`src/rtl/tree_router_pkg.sv`:
```
package tree_router_pkg;
    typedef enum logic [1:0] {
        PORT_ROOT  = 2'd0,
        PORT_LEFT  = 2'd1,
        PORT_RIGHT = 2'd2
    } port_e;

    typedef enum logic {
        FAVOR_A = 1'b0,
        FAVOR_B = 1'b1
    } arb_state_e;

    typedef enum logic {
        EMPTY = 1'b0,
        FULL  = 1'b1
    } buf_state_e;
endpackage

```
`src/rtl/route_steer.sv`:
```
module route_steer
    import tree_router_pkg::*;
#(
    parameter int W       = 9,
    parameter int A       = 3,
    parameter int PORT_ID = 0
) (
    input  logic [W-1:0] word_in,
    output port_e        target,
    output logic [W-1:0] word_fwd
);
    logic dir_bit;
    assign dir_bit = word_in[W-1];

    generate
        if (A > 1) begin : g_rot
            assign word_fwd = {word_in[W-2:W-A], word_in[W-1], word_in[W-A-1:0]};
        end else begin : g_norot
            assign word_fwd = word_in;
        end

        if (PORT_ID == 0) begin : g_from_root
            assign target = dir_bit ? PORT_LEFT : PORT_RIGHT;
        end else if (PORT_ID == 1) begin : g_from_left
            assign target = dir_bit ? PORT_ROOT : PORT_RIGHT;
        end else begin : g_from_right
            assign target = dir_bit ? PORT_ROOT : PORT_LEFT;
        end
    endgenerate
endmodule

```
`src/rtl/merge_buf.sv`:
```
module merge_buf
    import tree_router_pkg::*;
#(
    parameter int W = 9
) (
    input  logic         clk,
    input  logic         rst_n,
    input  logic         req_a,
    input  logic [W-1:0] data_a,
    input  logic         req_b,
    input  logic [W-1:0] data_b,
    output logic         grant_a,
    output logic         grant_b,
    output logic         out_valid,
    output logic [W-1:0] out_data,
    input  logic         out_stall
);
    arb_state_e arb_q, arb_d;
    buf_state_e buf_q, buf_d;
    logic [W-1:0] hold_q;
    logic ready;

    assign ready = (buf_q == EMPTY) || !out_stall;

    always_comb begin
        grant_a = 1'b0;
        grant_b = 1'b0;
        arb_d   = arb_q;
        unique case (arb_q)
            FAVOR_A: begin
                grant_a = ready && req_a;
                grant_b = ready && req_b && !req_a;
                if (ready && req_a && req_b) arb_d = FAVOR_B;
            end
            FAVOR_B: begin
                grant_b = ready && req_b;
                grant_a = ready && req_a && !req_b;
                if (ready && req_a && req_b) arb_d = FAVOR_A;
            end
            default: arb_d = FAVOR_A;
        endcase
    end

    always_comb begin
        buf_d = buf_q;
        unique case (buf_q)
            EMPTY:   if (grant_a || grant_b) buf_d = FULL;
            FULL:    if (!out_stall && !(grant_a || grant_b)) buf_d = EMPTY;
            default: buf_d = EMPTY;
        endcase
    end

    always_ff @(posedge clk or negedge rst_n) begin
        if (!rst_n) begin
            arb_q  <= FAVOR_A;
            buf_q  <= EMPTY;
            hold_q <= '0;
        end else begin
            arb_q <= arb_d;
            buf_q <= buf_d;
            if (grant_a)      hold_q <= data_a;
            else if (grant_b) hold_q <= data_b;
        end
    end

    always_comb begin
        out_valid = (buf_q == FULL);
        out_data  = hold_q;
    end
endmodule

```
`src/rtl/tree_router.sv`:
```
module tree_router
    import tree_router_pkg::*;
#(
    parameter int W = 9,
    parameter int A = 3
) (
    input  logic                clk,
    input  logic                rst_n,
    input  logic [2:0]          in_valid,
    input  logic [2:0][W-1:0]   in_data,
    output logic [2:0]          in_stall,
    output logic [2:0]          out_valid,
    output logic [2:0][W-1:0]   out_data,
    input  logic [2:0]          out_stall
);
    localparam int NP = 3;

    port_e             tgt   [NP];
    logic [NP-1:0][W-1:0] fwd;
    logic [NP-1:0][NP-1:0] gnt;

    generate
        for (genvar i = 0; i < NP; i++) begin : g_in
            route_steer #(.W(W), .A(A), .PORT_ID(i)) steer_i (
                .word_in (in_data[i]),
                .target  (tgt[i]),
                .word_fwd(fwd[i])
            );
        end

        for (genvar o = 0; o < NP; o++) begin : g_out
            localparam int SA = (o == 0) ? 1 : 0;
            localparam int SB = (o == 2) ? 1 : 2;
            logic ga, gb;
            merge_buf #(.W(W)) merge_i (
                .clk      (clk),
                .rst_n    (rst_n),
                .req_a    (in_valid[SA] && (tgt[SA] == port_e'(o))),
                .data_a   (fwd[SA]),
                .req_b    (in_valid[SB] && (tgt[SB] == port_e'(o))),
                .data_b   (fwd[SB]),
                .grant_a  (ga),
                .grant_b  (gb),
                .out_valid(out_valid[o]),
                .out_data (out_data[o]),
                .out_stall(out_stall[o])
            );
            assign gnt[o][SA] = ga;
            assign gnt[o][SB] = gb;
            assign gnt[o][o]  = 1'b0;
        end

        for (genvar i = 0; i < NP; i++) begin : g_stall
            assign in_stall[i] = in_valid[i] && !(gnt[0][i] || gnt[1][i] || gnt[2][i]);
        end
    endgenerate
endmodule

```
`config.mk`:
```
export PLATFORM = sky130hd
export DESIGN_NAME = tree_router
export DESIGN_NICKNAME = d
export VERILOG_FILES = /design/src/rtl/tree_router_pkg.sv /design/src/rtl/route_steer.sv /design/src/rtl/merge_buf.sv /design/src/rtl/tree_router.sv
export SDC_FILE = /design/constraint.sdc
export NUM_CORES = 1
export LEC_CHECK = 0
export ABC_CLOCK_PERIOD_IN_PS = 3100
export BUFFER_PORTS_ARGS = -buffer_cell sky130_fd_sc_hd__buf_2
export CAP_MARGIN = 25
export CORE_AREA = 10 10 71 73
export DETAILED_ROUTE_END_ITERATION = 6
export DIE_AREA = 0 0 81 83
export PLACE_DENSITY = 0.84
export SLEW_MARGIN = 30
export SYNTH_ARGS = -nofsm -noshare
export SYNTH_HDL_FRONTEND = slang
export SYNTH_SLANG_ARGS = --single-unit
```
`constraint.sdc`:
```
create_clock -name clk -period 3.1 [get_ports clk]
set_input_delay 0.31 -clock clk [delete_from_list [all_inputs] [get_ports clk]]
set_output_delay 0.31 -clock clk [all_outputs]
set_load 0.005 [all_outputs]
```
## Yosys cells after proc, flatten, opt, wreduce, memory -nomap -nowiden

Index checks and enable logic that the tools add are counted.

- Word-level logic and storage cells: 108
- Bits in registers: 33
- Output and inout bits: 33
- Input bits: 35

- Reductions and logical operators: 56
- Mux-type cells: 33
- Bitwise operators: 6
- Equality and inequality tests: 4

Operators with widths:

| kind | number |
|---|---|
| 9-bit 2-to-1 mux | 6 |
| 1-bit logical AND | 27 |
| 1-bit case mux with 2 select lines | 12 |
| 1-bit zero test | 15 |
| 1-bit 2-to-1 mux | 13 |
| 1-bit logical OR | 9 |
| 1-bit NOT | 6 |
| 2-bit nonzero test | 3 |
| 2-bit by 1-bit equality test with 1-bit output (second input constant) | 2 |
| 2-bit equality test (second input constant) | 2 |
| 2-bit zero test | 2 |
| 2-bit 2-to-1 mux | 2 |

## Longest topological paths before layout

Gate-level depths: netlist of run 1.

- Word-level depth: 11
- Mapped depth: 6
- Mapped depth without buffers: 3

## Hierarchy

A second synthesis of run 1 with hierarchy kept.

- Cell total of the unflattened synthesis: 227
- Area, all modules: 2210.9 um^2

Modules (own cells, without submodules):

| module | sequential area each (um^2) | area an instance (um^2) | cells each | times used |
|---|---|---|---|---|
| merge_buf | 275.3 | 623.1 | 61 | 3 |
| route_steer at g_in[1].steer_i ... | 0.0 | 82.6 | 12 | 2 |
| tree_router | 0.0 | 97.6 | 9 | 1 |
| route_steer at g_in[0].steer_i | 0.0 | 78.8 | 11 | 1 |

## Least setup slack after synthesis of run 1

No wires, ideal clock.

- Path kind: reg-to-output
- From: register g_out[1].merge_i.buf_q
- To: output in_stall[0]
- Buffers on the path: 0
- Setup slack: 1.555 ns
- Required time: 2.790 ns
- Cell stages (with the launch flop): 4
- Arrival: 1.235 ns
- Cell sequence: dfrtp_1 and2_1 a311oi_4 nor3b_1

- Longest elaborated chain between the ends: 8

RTL lines:

| element | line | text |
|---|---|---|
| start: declaration | merge_buf.sv:19 | `buf_state_e buf_q, buf_d;` |
| start signal: assignment | merge_buf.sv:60 | `buf_q <= buf_d;` |
| 1-bit NOT (*) | merge_buf.sv:23 | `assign ready = (buf_q == EMPTY) \|\| !out_stall;` |
| 1-bit logical OR (*) | merge_buf.sv:23 |  |
| 1-bit logical AND (*) | merge_buf.sv:31, merge_buf.sv:37 |  |
| 1-bit logical AND | merge_buf.sv:37 | `grant_a = ready && req_a && !req_b;` |
| 1-bit case mux with 2 select lines (*) | merge_buf.sv:29 | `unique case (arb_q)` |
| 1-bit logical OR (*) | tree_router.sv:54 | `assign in_stall[i] = in_valid[i] && !(gnt[0][i] \|\| gnt[1][i] \|\| gnt[2][i]);` |
| 1-bit zero test (*) | tree_router.sv:54 |  |
| 1-bit logical AND (*) | tree_router.sv:54 |  |
| end: declaration | tree_router.sv:11 | `output logic [2:0] in_stall,` |

Every way passes the cells marked *; elsewhere a longest branch is shown, timed or not.

## Worst setup path in the final report of run 1

- From: register g_out[2].merge_i.buf_q
- To: output in_stall[0]

- Longest elaborated chain between the ends: 8

RTL lines:

| element | line |
|---|---|
| start: declaration | merge_buf.sv:19 |
| start signal: assignment | merge_buf.sv:60 |
| 1-bit NOT (*) | merge_buf.sv:23 |
| 1-bit logical OR (*) | merge_buf.sv:23 |
| 1-bit logical AND (*) | merge_buf.sv:31, merge_buf.sv:37 |
| 1-bit logical AND | merge_buf.sv:37 |
| 1-bit case mux with 2 select lines (*) | merge_buf.sv:29 |
| 1-bit logical OR (*) | tree_router.sv:54 |
| 1-bit zero test (*) | tree_router.sv:54 |
| 1-bit logical AND (*) | tree_router.sv:54 |

Marks and branches as above.

==> results.md, run 1 <==
Status:
- The flow ran to the end, and the final reports show no timing, DRC or antenna violations.

STA:
- The tightest hold path in the finished design has a slack of 0.08040 ns.
- Of the available clock period, the critical path in the final layout requires 71.19%.
- The final-report hold violation count is 0.
- The count of pins over their slew limit is 0.
- For the pin with the worst max-slew slack, the measured transition is 0.7228 ns.
- The remaining max-slew budget at the tightest pin is 51.81%.
- The clock period minus worst slack is 2.207 ns.
- Setup repair after global routing left no endpoint under its margin.
- Setup violations remaining at the end of the flow were counted as 0.
- The total negative slack for setup checks is 0 ns.
- Between clock sinks in the finished design, the worst skew comes to 0.005845 ns.
- Timing would allow up to 453.1 MHz.

Clocking:
- The clock tree root buffer cell is sky130_fd_sc_hd__clkbuf_8.
- After clock tree synthesis, the setup repair step added 0 buffers.
- The maximum number of buffers from clock root to sink is 2.
- The maximum level of the CTS H-tree is 2.
- The clock tree from TritonCTS is built.
- The number of hold buffers added after CTS was 0.
- The number of clock buffers added by TritonCTS is 5.
- The clock input transition at the sequential cells of the worst setup and hold paths is 0.06 ns.
- The clock reaches the later pin of the worst-skew pair after 0.29 ns.
- For this design, the sink count on the clock tree is 33.
- The post-cts resize count is 0.

Logic synthesis:
- The netlist uses 32 different library cells.
- Sorting the synthesized cells by area gives the leading types as sky130_fd_sc_hd__dfrtp_1, sky130_fd_sc_hd__a221oi_2, sky130_fd_sc_hd__nor4_1, sky130_fd_sc_hd__inv_1, sky130_fd_sc_hd__o31ai_1.
- The most frequently used flop master after synthesis is sky130_fd_sc_hd__dfrtp_1.
- The area fraction of the dominant cell type after synthesis is 43.82%.
- After synthesis, flip-flops and latches occupy 43.82% of the total area.
- Ranked by instance count, the synthesized netlist is headed by sky130_fd_sc_hd__dfrtp_1, sky130_fd_sc_hd__inv_1, sky130_fd_sc_hd__a221oi_2, sky130_fd_sc_hd__nor4_1, sky130_fd_sc_hd__nand4_1.
- The mean area per synthesized cell is 10.53 sq um.
- The proportion of synthesized flip-flops having asynchronous set or reset is 100.0%.
- Counting flops and latches in the post-synthesis netlist gives 33.
- Counting flops with a built-in enable in the synthesized netlist gives 0.
- The number of warnings issued by yosys is 0.
- The number of instances in the synthesized netlist is 179.
- Among all cell types in the netlist, the one instantiated most often is sky130_fd_sc_hd__dfrtp_1.
- The library cell occupying the most area in the post-synthesis netlist is sky130_fd_sc_hd__dfrtp_1.
- Synthesis produced a netlist with a net count of 214.
- The netlist area before placement is 1884 sq um.

Power:
- Power comes to 0.001272 W.
- The total power per unit cell area is 565.9 nW/um^2.
- The analysis attributes to cell leakage a power of 1.055 nW.
- The peak supply drop is 287.8 uV.

Floorplan:
- The die is 83 microns tall.
- The die covers 6723 sq um.
- The initial standard-cell utilization of the core is 51.86%.
- The number of core rows is 22.
- The floorplan step set the die width to 81 microns.
- The core region is 3633 sq um.
- 68 I/O pins were placed.

Drt:
- After detailed routing, the wire length on met1 is 2.178 mm.
- The average wire length per cell after detail routing is 18.51 microns.
- In the routed layout, each cell is associated on average with a via count of 5.779.
- The remaining antenna violation count is 0.
- The via total after detailed routing is 1,647.
- For this block, the initial DRC count from the detailed router was 151.
- After detailed routing, the total wire length is 5.274 mm.
- The number of search-and-repair iterations in the first detailed-routing pass is 4.
- The total met3 wirelength after detailed routing is 623 microns.
- The highest layer touched by signal routing is met4.
- In the detailed route, the total length drawn on met2 is 2.310 mm.
- The remaining design rule violation count is 0.

Job:
- The number of maximum-capacitance violations is 0.

Worst setup path:
- The arrival time at the worst endpoint is 1.90 ns.
- In this run the worst path has a maximum fanout of 13.
- The required time of the worst setup path is 2.79 ns.
- The slack of the worst reg-to-reg path is 1.43 ns.
- The kind of end point of the critical path is an output pin.
- The critical path in this run is classified as register to output pin.
- The sort of element at the start of the critical path is a register.
- The capture instance of the worst register-to-register path is g_out[2].merge_i.out_data[8].
- In this run the critical register-to-register path is launched from g_out[2].merge_i.out_valid.
- The worst reg2reg path depth is 3.

Final layout:
- The filler cells instantiated in the layout total 322.
- After routing the design area is 2248 sq um.
- The net count of the finished layout is 271.
- The count of cells in the finished layout, fillers not included, comes to 285.
- The antenna cell count is 0.
- The share of post-route cells with drive strength above 1 is 39.66%.
- The synthesis-to-layout area growth is 19.32%.

Place:
- The total instance count after detailed placement is 277.
- Detailed placement finished with a half-perimeter wire length of 4.055 mm.
- Routability-driven placement finished with a final weighted congestion of 0.8507.
- The placed instances occupy a cell area of 2168 sq um.
- In this run the tool buffered the top-level ports with 67 buffer cells.

Global routing:
- The initial antenna violation count came to 0.
- The global route total overflow is 0.
- Entering global routing, the biggest net connects 34 pins.
- The number of global-route vias before repair came to 1,712.
- The first global-routing pass estimated 8.604 mm of wire.
- The total routing resource utilization after global routing is 15.99%.

Min path:
- The min-delay analysis places its worst path in the category primary input to asynchronous set/reset pin.
[worst max path at each step]
stage,start,end,slack [ns],depth (start not counted)
6_report,g_out[2].merge_i.out_valid,in_stall[0],0.89,4
5_1_grt,g_out[2].merge_i.out_valid,in_stall[0],0.77,4
4_1_cts,g_out[2].merge_i.out_valid,in_stall[0],0.88,4
3_5_place_dp,out_stall[2],in_stall[0],1.12,5
3_3_place_gp,out_stall[2],in_stall[0],1.18,5
2_1_floorplan,g_out[1].merge_i.out_valid,in_stall[0],1.56,3
[kinds of logic after synthesis]
| kind of cell | after synthesis | share of synthesized area [%] |
|---|---|---|
| buf+inv | 44 | 11.49 |
| xor+xnor | 3 | 1.395 |
| simple gates | 51 | 17.07 |
| flops | 33 | 43.82 |
| compound gates | 48 | 26.23 |
[registers in the layout, indices dropped and copies added (netlist names)]
signal	count
g_out.merge_i.out_data	27
g_out.merge_i.out_valid	3
g_out.merge_i.arb_q	3
[area by class of cell]
type | instances | area (sq um) | share of cell area, %
multi-input cells | 102 | 842.1 | 37.45
inverters | 26 | 97.59 | 4.341
flip-flops and latches | 33 | 825.8 | 36.73
repair buffers | 68 | 342.8 | 15.25
clock buffers | 8 | 80.08 | 3.561
well taps | 48 | 60.06 | 2.671
[metrics by stage]
stage / setup slack (ns) / util, %
after floorplan: 1.555 / -
after global placement: 1.180 / 59.68
after CTS: 0.8767 / 61.88
final: 0.8930 / 61.88
after global routing: 0.7656 / 61.88
after detailed placement: 1.119 / 59.68
[worst max-delay path, stage by stage, from the launching register on]
cell and delay (ns):
sky130_fd_sc_hd__dfrtp_1 0.37, sky130_fd_sc_hd__and2_1 0.28, sky130_fd_sc_hd__a311oi_4 0.69, sky130_fd_sc_hd__nor3b_1 0.11, sky130_fd_sc_hd__buf_2 0.16
[layout by cell type (no fill, tap or decap), types with 3 or more instances in the layout]
cell type / instances
sky130_fd_sc_hd__buf_2: 67
sky130_fd_sc_hd__dfrtp_1: 33
sky130_fd_sc_hd__inv_1: 26
sky130_fd_sc_hd__nor4_1: 16
sky130_fd_sc_hd__a221oi_2: 16
sky130_fd_sc_hd__nand4_1: 9
sky130_fd_sc_hd__o31ai_1: 8
sky130_fd_sc_hd__a21oi_1: 8
sky130_fd_sc_hd__a31oi_1: 8
sky130_fd_sc_hd__nand2b_1: 6
sky130_fd_sc_hd__and2_1: 5
sky130_fd_sc_hd__clkbuf_8: 5
sky130_fd_sc_hd__nand2_1: 3
sky130_fd_sc_hd__a21o_1: 3
sky130_fd_sc_hd__clkbuf_1: 3
[routing by layer]
metal / up-vias / GRT usage [%]
li1: 780 / -
met1: 770 / 19.77
met2: 81 / 22.55
met3: 16 / 7.543
met4: 0 / 7.825
met5: - / 0
[where the power goes]
group / leakage, nW / internal [W] / switching, W
clock: 0.0395 / 0.000159 / 0.000144
sequential: 0.368 / 0.000522 / 0.0000633
combinational: 0.648 / 0.000171 / 0.000213
Power figures use the tool's default switching activity.
==> run 2: changes to the inputs <==
--- a/config.mk
+++ b/config.mk
@@ -5,13 +5,13 @@
 export SDC_FILE = /design/constraint.sdc
 export NUM_CORES = 1
 export LEC_CHECK = 0
-export ABC_CLOCK_PERIOD_IN_PS = 3100
+export ABC_CLOCK_PERIOD_IN_PS = 1990
 export BUFFER_PORTS_ARGS = -buffer_cell sky130_fd_sc_hd__buf_2
 export CAP_MARGIN = 25
-export CORE_AREA = 10 10 71 73
+export CORE_AREA = 10 10 76 78
 export DETAILED_ROUTE_END_ITERATION = 6
-export DIE_AREA = 0 0 81 83
-export PLACE_DENSITY = 0.84
+export DIE_AREA = 0 0 86 88
+export PLACE_DENSITY = 0.77
 export SLEW_MARGIN = 30
 export SYNTH_ARGS = -nofsm -noshare
 export SYNTH_HDL_FRONTEND = slang
==> constraint.sdc (replaced) <==
create_clock -name clk -period 1.99 [get_ports clk]
set_input_delay 0.199 -clock clk [delete_from_list [all_inputs] [get_ports clk]]
set_output_delay 0.199 -clock clk [all_outputs]
set_load 0.005 [all_outputs]
==> run 2 against run 1 <==
Compared with the run above:
- die area up 13%
- combinational power is 59% higher
- core utilization is 8.3 points lower
- first-iteration DRC count fell by 23%
- via count is 0.73% higher
- register-to-register slack got worse by 0.93 ns
==> results.md, run 2 (synthesized netlist as in run 1, its figures left out) <==
STA:
- RSZ-0062 raised after global routing: no (unchanged).
- The final setup violation count came to 0 (unchanged).
- The slew at the pin closest to its max-slew limit came to 0.7475 ns (was 0.7228 ns).
- The count of pins over their slew limit is 0 (unchanged).
- The worst setup skew after layout is 0.009874 ns (was 0.005845 ns).
- For the finished layout, the period the worst path requires is 1.866 ns.
- The remaining max-slew budget at the tightest pin is 50.17% (was 51.81%).
- The total negative slack for setup checks was 0 ns (unchanged).
- The final-report hold violation count is 0 (unchanged).
- The worst path uses 93.75% of the clock period.
- Based on the critical path, the design can be clocked at up to 536.0 MHz.

Min path:
- The number of cells traversed by the worst hold path is 3.
- The launch point of the worst hold path is in_data[12].
- The terminating pin of the worst hold path is g_out[0].merge_i.out_data[3].
- The class of the worst hold path is primary input to register (was primary input to asynchronous set/reset pin).

Power:
- The total power per unit cell area is 878.8 nW/um^2 (was 565.9 nW/um^2).
- The peak supply drop is 428.4 uV (was 287.8 uV).
- The static leakage came to 1.084 nW (was 1.055 nW).

Floorplan:
- The area of the core region came to 4294 sq um (was 3633 sq um).
- The initial standard-cell utilization of the core is 43.88% (was 51.86%).
- The I/O pin count is 68 (unchanged).
- The overall die area is 7568 sq um (was 6723 sq um).
- The number of core rows is 24 (was 22).
- The vertical die dimension came to 88 microns (was 83 microns).
- The width of the die was 86 microns (was 81 microns).

Clocking:
- The post-cts resize count is 0 (unchanged).
- The clock insertion delay at the later pin of the skew report is 0.30 ns (was 0.29 ns).
- The number of buffers inserted to repair setup after CTS came to 0 (unchanged).
- The maximum level of the CTS H-tree is 2 (unchanged).
- The number of buffers inserted during clock tree synthesis is 5 (unchanged).
- The maximum number of buffers from clock root to sink is 2 (unchanged).
- The clock tree from TritonCTS is built (unchanged).
- The clock input transition at the sequential cells of the worst setup and hold paths is 0.07 ns (was 0.06 ns).
- The clock tree root buffer cell is sky130_fd_sc_hd__clkbuf_8 (unchanged).
- The number of clock sinks was 33 (unchanged).

Worst setup path:
- The slack of the worst reg-to-reg path is 0.50 ns (was 1.43 ns).
- The required time of the worst setup path is 1.79 ns (was 2.79 ns).
- The critical-path maximum fanout was 13 (unchanged).
- The worst reg2reg path depth is 4 (was 3).
- The critical setup path kind is register to output pin (unchanged).
- The arrival time at the worst endpoint is 1.67 ns (was 1.90 ns).
- The standard cell with the maximum stage delay on the critical path is sky130_fd_sc_hd__or3_4 (was sky130_fd_sc_hd__a311oi_4).
- The critical path's top delay family is simple AND/OR/NAND/NOR gates (was compound AO/OA/AOI/OAI gates).
- The maximum cell stage delay along the critical path is 0.45 ns (was 0.69 ns).
- Cell breakdown of the critical path: and2_1 -> or3_4 -> o311a_1 -> buf_2 (was and2_1 -> a311oi_4 -> nor3b_1 -> buf_2).
- The origin of the critical flop-to-flop path is g_out[2].merge_i.out_valid (unchanged).
- The number of buffer and inverter instances along the worst setup path came to 1 (unchanged).
- The kind of end point of the critical path was an output pin (unchanged).
- The sort of element at the start of the critical path is a register (unchanged).
- The capture instance of the worst register-to-register path is g_out[2].merge_i.out_data[7] (was g_out[2].merge_i.out_data[8]).

Drt:
- The remaining design rule violation count is 0 (unchanged).
- The remaining antenna violation count is 0 (unchanged).
- The via total after detailed routing is 1,659 (was 1,647).
- The average via count per standard cell is 5.643 (was 5.779).
- The aggregate routed wire length is 5.383 mm (was 5.274 mm).
- The average wire length per cell after detail routing is 18.31 microns (was 18.51 microns).
- The number of search-and-repair iterations in the first detailed-routing pass is 4 (unchanged).
- The detailed router's first-iteration violation count is 116 (was 151).

Global routing:
- The largest net degree at the start of global routing is 34 (unchanged).
- The global route total overflow is 0 (unchanged).
- The global-route wire length before repair came to 8.804 mm (was 8.604 mm).
- The total routing resource utilization after global routing is 14.58% (was 15.99%).
- The number of global-route vias before repair was 1,728 (was 1,712).
- The initial antenna violation count is 0 (unchanged).

Final layout:
- The final-layout fill cell count is 392 (was 322).
- The most frequent standard cell in the layout excluding fill and tap cells is sky130_fd_sc_hd__buf_2 (unchanged).
- The non-filler instance count after layout is 294 (was 285).
- The share of post-route cells with drive strength above 1 came to 41.74% (was 39.66%).
- The number of flip-flops in the largest register is 27 (unchanged).
- The synthesis-to-layout area growth is 22.05% (was 19.32%).
- The number of nets in the finished design came to 276 (was 271).
- Top library cells by usage in the layout, fill and taps aside: sky130_fd_sc_hd__buf_2, sky130_fd_sc_hd__dfrtp_1, sky130_fd_sc_hd__inv_1, sky130_fd_sc_hd__nor4_1, sky130_fd_sc_hd__a221oi_2 (unchanged).
- The antenna cell count is 0 (unchanged).

Place:
- The sum of net half-perimeters after detailed placement is 4.235 mm (was 4.055 mm).
- The total instance count after detailed placement was 285 (was 277).
- The routability-driven placement congestion ratio is 0.8666 (was 0.8507).
- The quantity of I/O buffers inserted on ports is 67 (unchanged).

Status:
- Status: completed (unchanged).

Job:
- The number of maximum-capacitance violations is 0 (unchanged).
-- run 2: area by class of cell --
type	instances	area, sq um	area share [%]
multi-input cells	102	842.1	36.62
flip-flops and latches	33	825.8	35.91
repair buffers	73	382.9	16.65
inverters	26	97.59	4.244
clock buffers	5	68.82	2.992
well taps	52	65.06	2.829
clock inverters	3	17.52	0.7617
-- run 2: repair_timing --
action | CTS | global route
endpoints found under the hold margin | 27 | 0
endpoints found under the setup margin | 0 | 0
hold buffers | 1 | 0
-- run 2: metal layers --
layer  vias up  wire length, microns  track usage (%)
met3        10                   466            5.850
met4         0                    84            4.790
met5         -                     0                0
li1        799                     -                -
met2        85                  2344            22.31
met1       765                  2488            18.28
-- run 2: power by group --
group	switching [W]	internal, W	total [W]
clock	0.000262	0.000241	0.000503
combinational	0.000334	0.000277	0.000611
sequential	0.0000939	0.000813	0.000907
-- run 2: how the worst max path moves through the flow --
stage | from | endpoint | depth (start not counted)
final | g_out[1].merge_i.out_valid | in_stall[2] | 4
after floorplan | g_out[1].merge_i.out_valid | in_stall[0] | 3
after global placement | g_out[1].merge_i.out_valid | in_stall[2] | 4
after detailed placement | g_out[1].merge_i.out_valid | in_stall[2] | 4
after CTS | g_out[1].merge_i.out_valid | in_stall[2] | 4
after global routing | g_out[1].merge_i.out_valid | in_stall[2] | 4
-- run 2: through the flow --
stage                     total power (W)  util, %  cell area, sq um  hold WS [ns]  worst slack [ns]
after floorplan                  0.001294        -              1884      -0.09659            0.5563
after global placement           0.001516    51.31              2203        0.2986            0.5014
after detailed placement         0.001533    51.31              2203        0.3115            0.4514
after CTS                        0.002043    53.55              2300        0.1820            0.1160
after global routing             0.002151    53.55              2300        0.1969           0.06206
final                            0.002021    53.55              2300        0.1852            0.1244
-- run 2: worst reg2reg max path: stages, from the launching register on --
cell and delay (ns):
sky130_fd_sc_hd__dfrtp_1 0.37, sky130_fd_sc_hd__and2_1 0.29, sky130_fd_sc_hd__a311oi_4 0.35, sky130_fd_sc_hd__buf_4 0.26, sky130_fd_sc_hd__a221oi_2 0.09
==> run 3: changes to the inputs <==
--- a/config.mk
+++ b/config.mk
@@ -8,9 +8,10 @@
 export ABC_CLOCK_PERIOD_IN_PS = 1990
 export BUFFER_PORTS_ARGS = -buffer_cell sky130_fd_sc_hd__buf_2
 export CAP_MARGIN = 25
-export CORE_AREA = 10 10 76 78
+export CORE_AREA = 2 2 68 70
 export DETAILED_ROUTE_END_ITERATION = 6
-export DIE_AREA = 0 0 86 88
+export DIE_AREA = 0 0 70 72
+export GPL_TIMING_DRIVEN = 0
 export PLACE_DENSITY = 0.77
 export SLEW_MARGIN = 30
 export SYNTH_ARGS = -nofsm -noshare
==> run 3 against run 2 <==
Compared with the run above:
- sequential share of layout area decreased by 1.6 points
- clock-buffer cell count increased by 2
- global-route usage increased by 6.2 points
- largest cell class unchanged
- fmax increased by 2.1%
- largest power group unchanged
- clock skew decreased by 0.0043 ns
==> results.md, run 3 (synthesized netlist as in run 1, its figures left out) <==
Worst setup path:
- The kind of end point of the critical path was an output pin (unchanged).
- The critical-path maximum fanout was 9 (was 13).
- The worst reg2reg path depth was 4 (unchanged).
- The arrival time at the worst endpoint is 1.63 ns (was 1.67 ns).
- The critical path's top delay family was simple AND/OR/NAND/NOR gates (unchanged).
- The required time of the worst setup path came to 1.79 ns (about the same).
- The sort of element at the start of the critical path was a register (unchanged).
- The standard cell with the maximum stage delay on the critical path is sky130_fd_sc_hd__dfrtp_1 (was sky130_fd_sc_hd__or3_4).
- The maximum cell stage delay along the critical path is 0.42 ns (was 0.45 ns).
- The number of buffer and inverter instances along the worst setup path was 2 (was 1).
- The depth of the critical timing path with buffers and inverters included was 5 (was 4).
- Cell breakdown of the critical path: and3b_1 -> buf_6 -> or3_4 -> o311a_1 -> buf_2 (was and2_1 -> or3_4 -> o311a_1 -> buf_2).
- The critical setup path kind was register to output pin (unchanged).

Power:
- The total power per unit cell area is 872.0 nW/um^2 (was 878.8 nW/um^2).
- The static leakage was 1.146 nW (was 1.084 nW).
- The peak supply drop is 509.1 uV (was 428.4 uV).

STA:
- The final-report hold violation count is 0 (unchanged).
- The slew at the pin closest to its max-slew limit came to 0.7363 ns (was 0.7475 ns).
- The achievable frequency is 547.1 MHz (was 536.0 MHz).
- The clock period minus worst slack is 1.828 ns (was 1.866 ns).
- The worst setup skew after layout came to 0.005561 ns (was 0.009874 ns).
- The final setup violation count came to 0 (unchanged).
- The fraction of the cycle the final worst path needs is 91.85% (was 93.75%).
- The total negative slack for setup checks came to 0 ns (unchanged).
- The final worst hold slack is 0.2011 ns (was 0.1852 ns).
- RSZ-0062 raised after global routing: no (unchanged).
- The remaining max-slew budget at the tightest pin was 50.91% (was 50.17%).
- The count of pins over their slew limit was 0 (unchanged).

Global routing:
- The global-route wire length before repair is 8.142 mm (was 8.804 mm).
- The largest net degree at the start of global routing came to 34 (unchanged).
- The global route total overflow is 0 (unchanged).
- The number of global-route vias before repair is 1,731 (was 1,728).
- The total routing resource utilization after global routing was 20.79% (was 14.58%).
- The initial antenna violation count came to 0 (unchanged).

Floorplan:
- The vertical die dimension is 72 microns (was 88 microns).
- The I/O pin count is 68 (unchanged).
- The initial standard-cell utilization of the core is 44.19% (was 43.88%).
- The overall die area is 5040 sq um (was 7568 sq um).
- The number of core rows is 24 (unchanged).
- The area of the core region is 4264 sq um (was 4294 sq um).
- The width of the die was 70 microns (was 86 microns).

Drt:
- The average wire length per cell after detail routing is 15.94 microns (was 18.31 microns).
- The average via count per standard cell was 5.558 (was 5.643).
- The detailed router's first-iteration violation count is 211 (was 116).
- The number of search-and-repair iterations in the first detailed-routing pass came to 4 (unchanged).
- The remaining design rule violation count is 0 (unchanged).
- The via total after detailed routing is 1,712 (was 1,659).
- The aggregate routed wire length is 4.911 mm (was 5.383 mm).
- The remaining antenna violation count is 0 (unchanged).

Final layout:
- Top library cells by usage in the layout, fill and taps aside: sky130_fd_sc_hd__buf_2, sky130_fd_sc_hd__dfrtp_1, sky130_fd_sc_hd__inv_1, sky130_fd_sc_hd__nor4_1, sky130_fd_sc_hd__a221oi_2 (unchanged).
- The antenna cell count was 0 (unchanged).
- The share of post-route cells with drive strength above 1 is 43.36% (was 41.74%).
- The synthesis-to-layout area growth is 27.89% (was 22.05%).
- The final standard cell area without fillers was 2410 sq um (was 2300 sq um).
- The most frequent standard cell in the layout excluding fill and tap cells is sky130_fd_sc_hd__buf_2 (unchanged).
- The number of nets in the finished design is 290 (was 276).
- The number of flip-flops in the largest register came to 27 (unchanged).

Clocking:
- The number of clock sinks was 33 (unchanged).
- The maximum level of the CTS H-tree is 2 (unchanged).
- The number of buffers inserted during clock tree synthesis was 5 (unchanged).
- The clock insertion delay at the later pin of the skew report was 0.28 ns (was 0.30 ns).
- The clock tree root buffer cell was sky130_fd_sc_hd__clkbuf_8 (unchanged).
- The clock tree from TritonCTS is built (unchanged).
- The clock input transition at the sequential cells of the worst setup and hold paths was 0.07 ns (about the same).
- The maximum number of buffers from clock root to sink is 2 (unchanged).

Place:
- The routability-driven placement congestion ratio is 0.8142 (was 0.8666).
- The sum of net half-perimeters after detailed placement was 3.709 mm (was 4.235 mm).
- The placed instance area is 2280 sq um (was 2203 sq um).
- The quantity of I/O buffers inserted on ports was 66 (was 67).

Status:
- Status: completed (unchanged).

Job:
- The number of maximum-capacitance violations is 0 (unchanged).

Min path:
- The number of cells traversed by the worst hold path is 3 (unchanged).
- The class of the worst hold path is primary input to register (unchanged).
[run 3: final timing paths]
| path | start | to | slack [ns] |
|---|---|---|---|
| setup / recovery | g_out[1].merge_i.arb_q | in_stall[2] | 0.16 |
| hold / removal | in_data[4] | g_out[2].merge_i.out_data[4] | 0.20 |
| hold reg to reg | g_out[0].merge_i.out_data[6] | g_out[0].merge_i.out_data[6] | 0.47 |
| min in group asynchronous | rst_n | g_out[1].merge_i.out_data[3] | 0.51 |
| max in group asynchronous | rst_n | g_out[0].merge_i.out_data[6] | 1.01 |
| setup reg to reg | g_out[1].merge_i.out_valid | g_out[1].merge_i.out_data[1] | 0.50 |
[run 3: power breakdown]
| group | switching, W | internal (W) |
|---|---|---|
| sequential | 0.000101 | 0.000813 |
| combinational | 0.000329 | 0.000304 |
| clock | 0.000242 | 0.000313 |
[run 3: worst register-to-register path: stages, from the launching register on]
cell and delay, ns:
sky130_fd_sc_hd__dfrtp_1 0.38, sky130_fd_sc_hd__and2_1 0.20, sky130_fd_sc_hd__clkbuf_1 0.25, sky130_fd_sc_hd__nor4_1 0.46
sky130_fd_sc_hd__a221oi_2 0.06
[run 3: cell type report]
type	count	area, sq um
buffer	17	115.1
clock buffer	7	96.34
clock inverter	1	5.005
fill	374	1854
inverter	26	97.59
multi-input combinational	102	842.1
sequential	33	825.8
tap	52	65.06
timing repair buffer	70	362.8
[run 3: metrics by stage]
| stage | worst slack, ns | instances | utilization [%] | power, W |
|---|---|---|---|---|
| 6_report | 0.1621 | 308 | 56.51 | 0.002101 |
| 5_1_grt | 0.1073 | 308 | 56.51 | 0.002219 |
| 4_1_cts | 0.03115 | 307 | 56.25 | 0.002107 |
| 3_5_place_dp | 0.2061 | 297 | 53.46 | 0.001551 |
| 3_3_place_gp | 0.2338 | 297 | 53.46 | 0.001532 |
| 2_1_floorplan | 0.5563 | 179 | - | 0.001294 |
[run 3: routing by layer]
layer	GRT usage [%]	up-vias	wire length, microns
met1	26.61	801	2068
met2	34.18	76	2388
met5	0	-	0
met3	5.139	13	349
met4	8.333	0	106
li1	-	822	-
[run 3: repair_timing]
item | CTS | global route
setup endpoints to repair | 1 | 2
gates resized for setup | 0 | 0
hold endpoints to repair | 28 | 0
hold buffers | 1 | 0
gates cloned | 0 | 0
pin swaps | 2 | 1
buffers inserted | 1 | 2
